**config.mk**
```make
export PLATFORM = sky130hd
export DESIGN_NAME = ldst_word_unit
export DESIGN_NICKNAME = d
export VERILOG_FILES = /design/src/rtl/ldsw_pkg.sv /design/src/rtl/ldsw_size_decode.sv /design/src/rtl/ldsw_key_check.sv /design/src/rtl/ldsw_lane_steer.sv /design/src/rtl/ldst_word_unit.sv
export SDC_FILE = /design/constraint.sdc
export NUM_CORES = 1
export LEC_CHECK = 0
export ABC_CLOCK_PERIOD_IN_PS = 2700
export BUFFER_PORTS_ARGS = -buffer_cell sky130_fd_sc_hd__buf_2
export CORE_MARGIN = 5
export CORE_UTILIZATION = 50
export DETAILED_ROUTE_END_ITERATION = 10
export PLACE_DENSITY_LB_ADDON = 0.1
export SYNTH_ARGS = -nofsm -noshare
export SYNTH_HDL_FRONTEND = slang
export SYNTH_HIERARCHICAL = 1
export SYNTH_SLANG_ARGS = --single-unit
```
**constraint.sdc**
```tcl
create_clock -name clk -period 2.7 [get_ports clk]
set_input_delay 0.675 -clock clk [delete_from_list [all_inputs] [get_ports clk]]
set_output_delay 0.675 -clock clk [all_outputs]
set_load 0.01 [all_outputs]
```
**src/rtl/ldsw_pkg.sv**
```systemverilog
package ldsw_pkg;
   typedef enum logic [1:0] {
      SZ_1 = 2'd0,
      SZ_2 = 2'd1,
      SZ_4 = 2'd2
   } xfer_size_e;

   typedef enum logic [1:0] {
      ST_IDLE = 2'd0,
      ST_MEM  = 2'd1,
      ST_DONE = 2'd2,
      ST_KILL = 2'd3
   } ldsw_state_e;

   localparam int unsigned WORD_W  = 32;
   localparam int unsigned LANES   = WORD_W / 8;
endpackage

```
**src/rtl/ldsw_size_decode.sv**
```systemverilog
module ldsw_size_decode
   import ldsw_pkg::*;
#(
   parameter int unsigned ADDR_W = 32,
   parameter int unsigned CODE_W = 3
) (
   input  logic [CODE_W-1:0] size_code,
   input  logic [ADDR_W-1:0] addr_in,
   output xfer_size_e        size,
   output logic [ADDR_W-1:0] addr_al,
   output logic [LANES-1:0]  be
);
   if (ADDR_W < 3) begin : g_bad_aw
      $error("ldsw_size_decode: ADDR_W must be at least 3");
   end
   if (CODE_W != 3) begin : g_bad_cw
      $error("ldsw_size_decode: CODE_W must be 3");
   end

   always_comb begin
      size    = SZ_1;
      addr_al = addr_in;
      if (size_code[2]) begin
         size    = SZ_4;
         addr_al = {addr_in[ADDR_W-1:2], 2'b00};
      end else if (size_code[1]) begin
         size    = SZ_2;
         addr_al = {addr_in[ADDR_W-1:1], 1'b0};
      end
   end

   always_comb begin
      unique case (size)
         SZ_4:    be = 4'b1111;
         SZ_2:    be = addr_al[1] ? 4'b1100 : 4'b0011;
         default: be = 4'b0001 << addr_al[1:0];
      endcase
   end
endmodule

```
**src/rtl/ldsw_key_check.sv**
```systemverilog
module ldsw_key_check #(
   parameter int unsigned KEY_W         = 3,
   parameter int unsigned FIRST_DEV_KEY = 5,
   parameter int unsigned SYS_KEY       = 6
) (
   input  logic [KEY_W-1:0] key,
   output logic             legal
);
   localparam int unsigned KEY_N = 1 << KEY_W;

   if (SYS_KEY < FIRST_DEV_KEY || SYS_KEY >= KEY_N) begin : g_bad_key
      $error("ldsw_key_check: SYS_KEY out of range");
   end

   logic [KEY_W-1:0] mapped;

   always_comb begin
      mapped = key;
      if (32'(key) < FIRST_DEV_KEY) mapped = KEY_W'(SYS_KEY);
      legal = (32'(mapped) == SYS_KEY);
   end
endmodule

```
**src/rtl/ldsw_lane_steer.sv**
```systemverilog
module ldsw_lane_steer
   import ldsw_pkg::*;
#(
   parameter bit ZERO_IDLE_LANES = 1'b1
) (
   input  xfer_size_e        size,
   input  logic [1:0]        lane,
   input  logic [LANES-1:0]  be,
   input  logic [WORD_W-1:0] dep,
   input  logic [WORD_W-1:0] rdata,
   output logic [WORD_W-1:0] wdata,
   output logic [WORD_W-1:0] merged
);
   for (genvar k = 0; k < LANES; k++) begin : g_lane
      logic [7:0] src;
      always_comb begin
         unique case (size)
            SZ_4:    src = dep[8*k +: 8];
            SZ_2:    src = dep[16 + 8*(k % 2) +: 8];
            default: src = dep[31:24];
         endcase
      end
      if (ZERO_IDLE_LANES) begin : g_zero
         assign wdata[8*k +: 8] = be[k] ? src : 8'h00;
      end else begin : g_repl
         assign wdata[8*k +: 8] = src;
      end
   end

   always_comb begin
      unique case (size)
         SZ_4:    merged = rdata;
         SZ_2:    merged = {(lane[1] ? rdata[31:16] : rdata[15:0]), dep[15:0]};
         default: merged = {rdata[{lane, 3'b000} +: 8], dep[23:0]};
      endcase
   end
endmodule

```
**src/rtl/ldst_word_unit.sv**
```systemverilog
module ldst_word_unit
   import ldsw_pkg::*;
#(
   parameter int unsigned ADDR_W          = 32,
   parameter int unsigned KEY_W           = 3,
   parameter int unsigned SIZE_W          = 3,
   parameter int unsigned FIRST_DEV_KEY   = 5,
   parameter int unsigned SYS_KEY         = 6,
   parameter bit          ZERO_IDLE_LANES = 1'b1
) (
   input  logic              clk,
   input  logic              rst_n,
   input  logic              req_valid,
   output logic              req_ready,
   input  logic              req_is_store,
   input  logic [KEY_W-1:0]  req_key,
   input  logic [SIZE_W-1:0] req_size,
   input  logic [ADDR_W-1:0] req_addr,
   input  logic [31:0]       req_dep,
   output logic              mem_req,
   output logic              mem_we,
   output logic [ADDR_W-1:0] mem_addr,
   output logic [3:0]        mem_be,
   output logic [31:0]       mem_wdata,
   input  logic              mem_ack,
   input  logic [31:0]       mem_rdata,
   output logic              done,
   output logic              kill,
   output logic [31:0]       dep_out
);
   ldsw_state_e       st_q;
   logic              store_q;
   xfer_size_e        size_q;
   logic [ADDR_W-1:0] addr_q;
   logic [LANES-1:0]  be_q;
   logic [31:0]       dep_in_q;
   logic [31:0]       dep_q;

   xfer_size_e        dec_size;
   logic [ADDR_W-1:0] dec_addr;
   logic [LANES-1:0]  dec_be;
   logic              key_ok;
   logic [31:0]       steer_wdata;
   logic [31:0]       steer_merged;

   ldsw_size_decode #(.ADDR_W(ADDR_W), .CODE_W(SIZE_W)) u_dec (
      .size_code (req_size),
      .addr_in   (req_addr),
      .size      (dec_size),
      .addr_al   (dec_addr),
      .be        (dec_be)
   );

   ldsw_key_check #(.KEY_W(KEY_W), .FIRST_DEV_KEY(FIRST_DEV_KEY), .SYS_KEY(SYS_KEY)) u_key (
      .key   (req_key),
      .legal (key_ok)
   );

   ldsw_lane_steer #(.ZERO_IDLE_LANES(ZERO_IDLE_LANES)) u_steer (
      .size   (size_q),
      .lane   (addr_q[1:0]),
      .be     (be_q),
      .dep    (dep_in_q),
      .rdata  (mem_rdata),
      .wdata  (steer_wdata),
      .merged (steer_merged)
   );

   always_ff @(posedge clk or negedge rst_n) begin
      if (!rst_n) begin
         st_q     <= ST_IDLE;
         store_q  <= 1'b0;
         size_q   <= SZ_1;
         addr_q   <= '0;
         be_q     <= '0;
         dep_in_q <= '0;
         dep_q    <= '0;
      end else begin
         unique case (st_q)
            ST_IDLE: if (req_valid) begin
               store_q  <= req_is_store;
               size_q   <= dec_size;
               addr_q   <= dec_addr;
               be_q     <= dec_be;
               dep_in_q <= req_dep;
               st_q     <= key_ok ? ST_MEM : ST_KILL;
            end
            ST_MEM: if (mem_ack) begin
               dep_q <= store_q ? dep_in_q : steer_merged;
               st_q  <= ST_DONE;
            end
            ST_DONE: st_q <= ST_IDLE;
            default: st_q <= ST_IDLE;
         endcase
      end
   end

   assign req_ready = (st_q == ST_IDLE);
   assign mem_req   = (st_q == ST_MEM);
   assign mem_we    = store_q;
   assign mem_addr  = addr_q;
   assign mem_be    = be_q;
   assign mem_wdata = steer_wdata;
   assign done      = (st_q == ST_DONE);
   assign kill      = (st_q == ST_KILL);
   assign dep_out   = dep_q;

   AST_ONE_ENDING: assert property (@(posedge clk) disable iff (!rst_n)
      !(done && kill));
   AST_KILL_NO_ACCESS: assert property (@(posedge clk) disable iff (!rst_n)
      kill |-> !mem_req && $past(!mem_req));
   AST_WORD_ALIGNED: assert property (@(posedge clk) disable iff (!rst_n)
      mem_req && mem_be == 4'hf |-> mem_addr[1:0] == 2'b00);
   AST_HALF_ALIGNED: assert property (@(posedge clk) disable iff (!rst_n)
      mem_req && $countones(mem_be) == 2 |-> !mem_addr[0] && (mem_be == 4'h3 || mem_be == 4'hc));
   AST_BYTE_SINGLE: assert property (@(posedge clk) disable iff (!rst_n)
      mem_req && $countones(mem_be) == 1 |-> mem_be[mem_addr[1:0]]);
   AST_REQ_HELD: assert property (@(posedge clk) disable iff (!rst_n)
      mem_req && !mem_ack |=> mem_req && $stable(mem_addr) && $stable(mem_be));
   AST_DONE_FOLLOWS_ACK: assert property (@(posedge clk) disable iff (!rst_n)
      done |-> $past(mem_req && mem_ack));
   AST_DONE_PULSE: assert property (@(posedge clk) disable iff (!rst_n)
      done |=> !done);
   AST_BUSY_NOT_READY: assert property (@(posedge clk) disable iff (!rst_n)
      (mem_req || done || kill) |-> !req_ready);
endmodule

```
==> summary.txt <==
Drt
  • Total Wirelength: 16100 µm
  • Via count: 4263
  • Drt first pass iters: 5
  • Vias/cell: 5.42
  • Detailed Route Iter0 Violations: 329
  • # DRC: 0
  • DRT antenna net count: 0
  • WL/cell: 20.4 µm

Worst setup path
  • Crit path launch type: flip-flop
  • Worst path arrival time: 1.96 ns
  • CP Class: reg2out
  • Critical path, cell by cell: inv_1, ha_2, buf_6, nand2b_1, a21boi_0, buf_2
  • Setup crit end kind: output pin
  • Number of cells on the critical path: 6
  • WP buf/inv: 3
  • Critical path data required time: 2.03 ns
  • Slowest cell on the critical path: dfrtp_1
  • Crit path max fanout: 18
  • Crit path largest cell delay: 0.40 ns
  • Reg2reg path depth: 7
  • Delay-heaviest family, CP: buffers and inverters

STA
  • Final setup fails: 0
  • Max Freq: 380 MHz
  • Final Hold Viols: 0
  • Max-slew headroom: 53.0%
  • Fin Setup TNS: 0 ns
  • Max Slew Vio Count: 0
  • Fin crit share: 97.5%
  • Worst-Margin Slew: 0.704 ns
  • RSZ-0062 raised after global routing: false
  • Final worst setup slack: 0.0675 ns
  • Worst Clk Skew: 0.0123 ns
  • Post-layout minimum cycle time: 2.63 ns

Logic synthesis
  • Sequential area share after synthesis: 44.4%
  • Top cell type's share of synthesized area: 44.4%
  • Post-Synthesis Net Count: 577
  • Synth warnings: 6
  • Synth top area cells: dfrtp_1, mux2_2, mux2_4
  • Syn_area_per_cell: 12.7 µm²
  • Top cell type by total area after synthesis: dfrtp_1
  • Synthesized flop and latch total: 105
  • Post-synthesis cell count: 468
  • Cell Area, Synth: 0.00592 mm²
  • Library cells used by synthesis: 34

CTS
  • CTS buffer count: 9
  • CTS root buffer: clkbuf_16
  • Hold_buf cts: 0
  • Clock buffer depth: 2
  • Skew-Pair Late Insertion Delay: 0.36 ns
  • Clock sink total: 105
  • TritonCTS clock tree: built
  • Max H-tree Level: 3
  • Reg clk slew, reported paths: 0.07 ns

Layout
  • ANT cells: 0
  • Synth-to-Final Area Change: 20.9%
  • Final nets: 748
  • Fillers: 972
  • Utilization after layout: 62.2%
  • Layout cell share with drive strength beyond 1: 59.6%

Floorplan
  • FP Rows: 39
  • Die X: 119 µm
  • Initial core utilization: 51.4%
  • DIE AREA: 0.0141 mm²
  • Core Region: 0.0115 mm²
  • I/O pins: 212
  • Die Height: 119 µm

Place
  • IO buf count: 209
  • RD Place Congestion: 0.908
  • Hpwl dp: 12000 µm
  • Setup WS pre-CTS: 0.323 ns

GRT
  • Initial antenna violation count: 0
  • Total Routing Usage GR: 22.8%
  • Grt ovf: 0
  • Global-route wire length before repair: 25200 µm
  • Pin count of the biggest net entering global routing: 49
  • Vias in the first global route: 4667

Power
  • Worst vdd ir: 704 µV
  • Pwr Density: 1470 mW/mm²
  • Static Leak: 3.50 nW

Run
  • Max_cap viols: 0

Min path
  • Hold crit path type: in2async

Run status
  • Status: complete, no violations
registers in the layout, summed over array words and instances (netlist names):
signal,cells
mem_we,1
st_q,2
size_q,2
mem_be,4
dep_out,32
mem_addr,32
dep_in_q,32
final timing paths:
path / startpoint / end / slack, ns
max reg2reg: size_q[0] / dep_out[28] / 0.33
min: rst_n / mem_addr[30] / 0.26
max: size_q[0] / mem_wdata[16] / 0.07
min reg2reg: mem_addr[29] / mem_addr[29] / 0.50
min in group clk: mem_addr[29] / mem_addr[29] / 0.50
max in group asynchronous: rst_n / st_q[1] / 1.74
where the power goes:
group          internal, mW  leakage, nW  switching (mW)
Sequential             2.37         1.24           0.809
Combinational          3.22         2.10            2.70
Clock                 0.819        0.157           0.610
cells by family after synthesis:
| logic type | share of synthesized area, % |
|---|---|
| AOI/OAI and AO/OA | 9.13 |
| adders and majority gates | 0.423 |
| buffers and inverters | 8.37 |
| DFF | 44.4 |
| muxes | 31.0 |
| and+or+nand+nor | 6.70 |
placed cells by master (no fill, tap or decap), drive strengths merged, types with 12 or more instances in the layout:
cell	count
a22o	20
and2	17
buf	221
dfrtp	105
mux2	140
mux2i	15
nand2	13
nor2	12
nor2b	13
o21ai	12
area by class of cell:
cell class / count / area (µm²) / share of cell area [%]
multi-input combinational: 297 / 2810 / 39.2
sequential: 105 / 2630 / 36.7
timing repair buffer: 221 / 1200 / 16.8
clock buffer: 10 / 229 / 3.20
tap: 143 / 179 / 2.50
clock inverter: 6 / 91.3 / 1.28
inverter: 5 / 18.8 / 0.262
cell usage after synthesis:
cell type / instances
or2_2: 1
a21o_4: 1
nand2b_4: 1
mux2_2: 111
and2_1: 17
mux2_4: 29
inv_1: 5
buf_2: 9
a21boi_0: 8
a22oi_1: 9
a21o_1: 7
nor3_1: 1
clkbuf_1: 6
o21ai_0: 12
a21oi_1: 1
nor2_1: 12
mux2i_1: 15
o21bai_1: 2
a22o_1: 20
buf_1: 1
nand2_1: 13
buf_12: 3
a221o_1: 8
nor3b_1: 2
and2b_1: 1
o32a_1: 1
nor2b_1: 12
buf_6: 8
nor2b_2: 1
buf_4: 34
dfrtp_1: 105
nand2b_1: 9
and3b_1: 1
ha_1: 2
per-layer routing:
metal / track usage, % / share of wire, % / wire [µm] / vias up
met2: 37.4 / 48 / 7710 / 174
met1: 27.4 / 41 / 6520 / 2087
met3: 8.67 / 8.9 / 1430 / 25
met4: 8.76 / 2.5 / 403 / 0
met5: 0 / 0 / 0 / -
li1: - / - / - / 1977
through the flow:
step	total power, mW	hold WS [ns]	instances	cell area (µm²)
final	10.5	0.259	787	7160
after global placement	8.95	0.483	771	6820
after floorplan	7.14	0.379	468	5920
after CTS	10.6	0.274	787	7140
after global routing	11.2	0.296	787	7160
after detailed placement	9.05	0.492	771	6820
timing repair:
item,in CTS,in global routing
setup buffers,0,0
endpoints found under the setup margin,9,11
cloned,0,0
resized for setup,2,5
No activity file was read; power rests on OpenSTA's default activity.
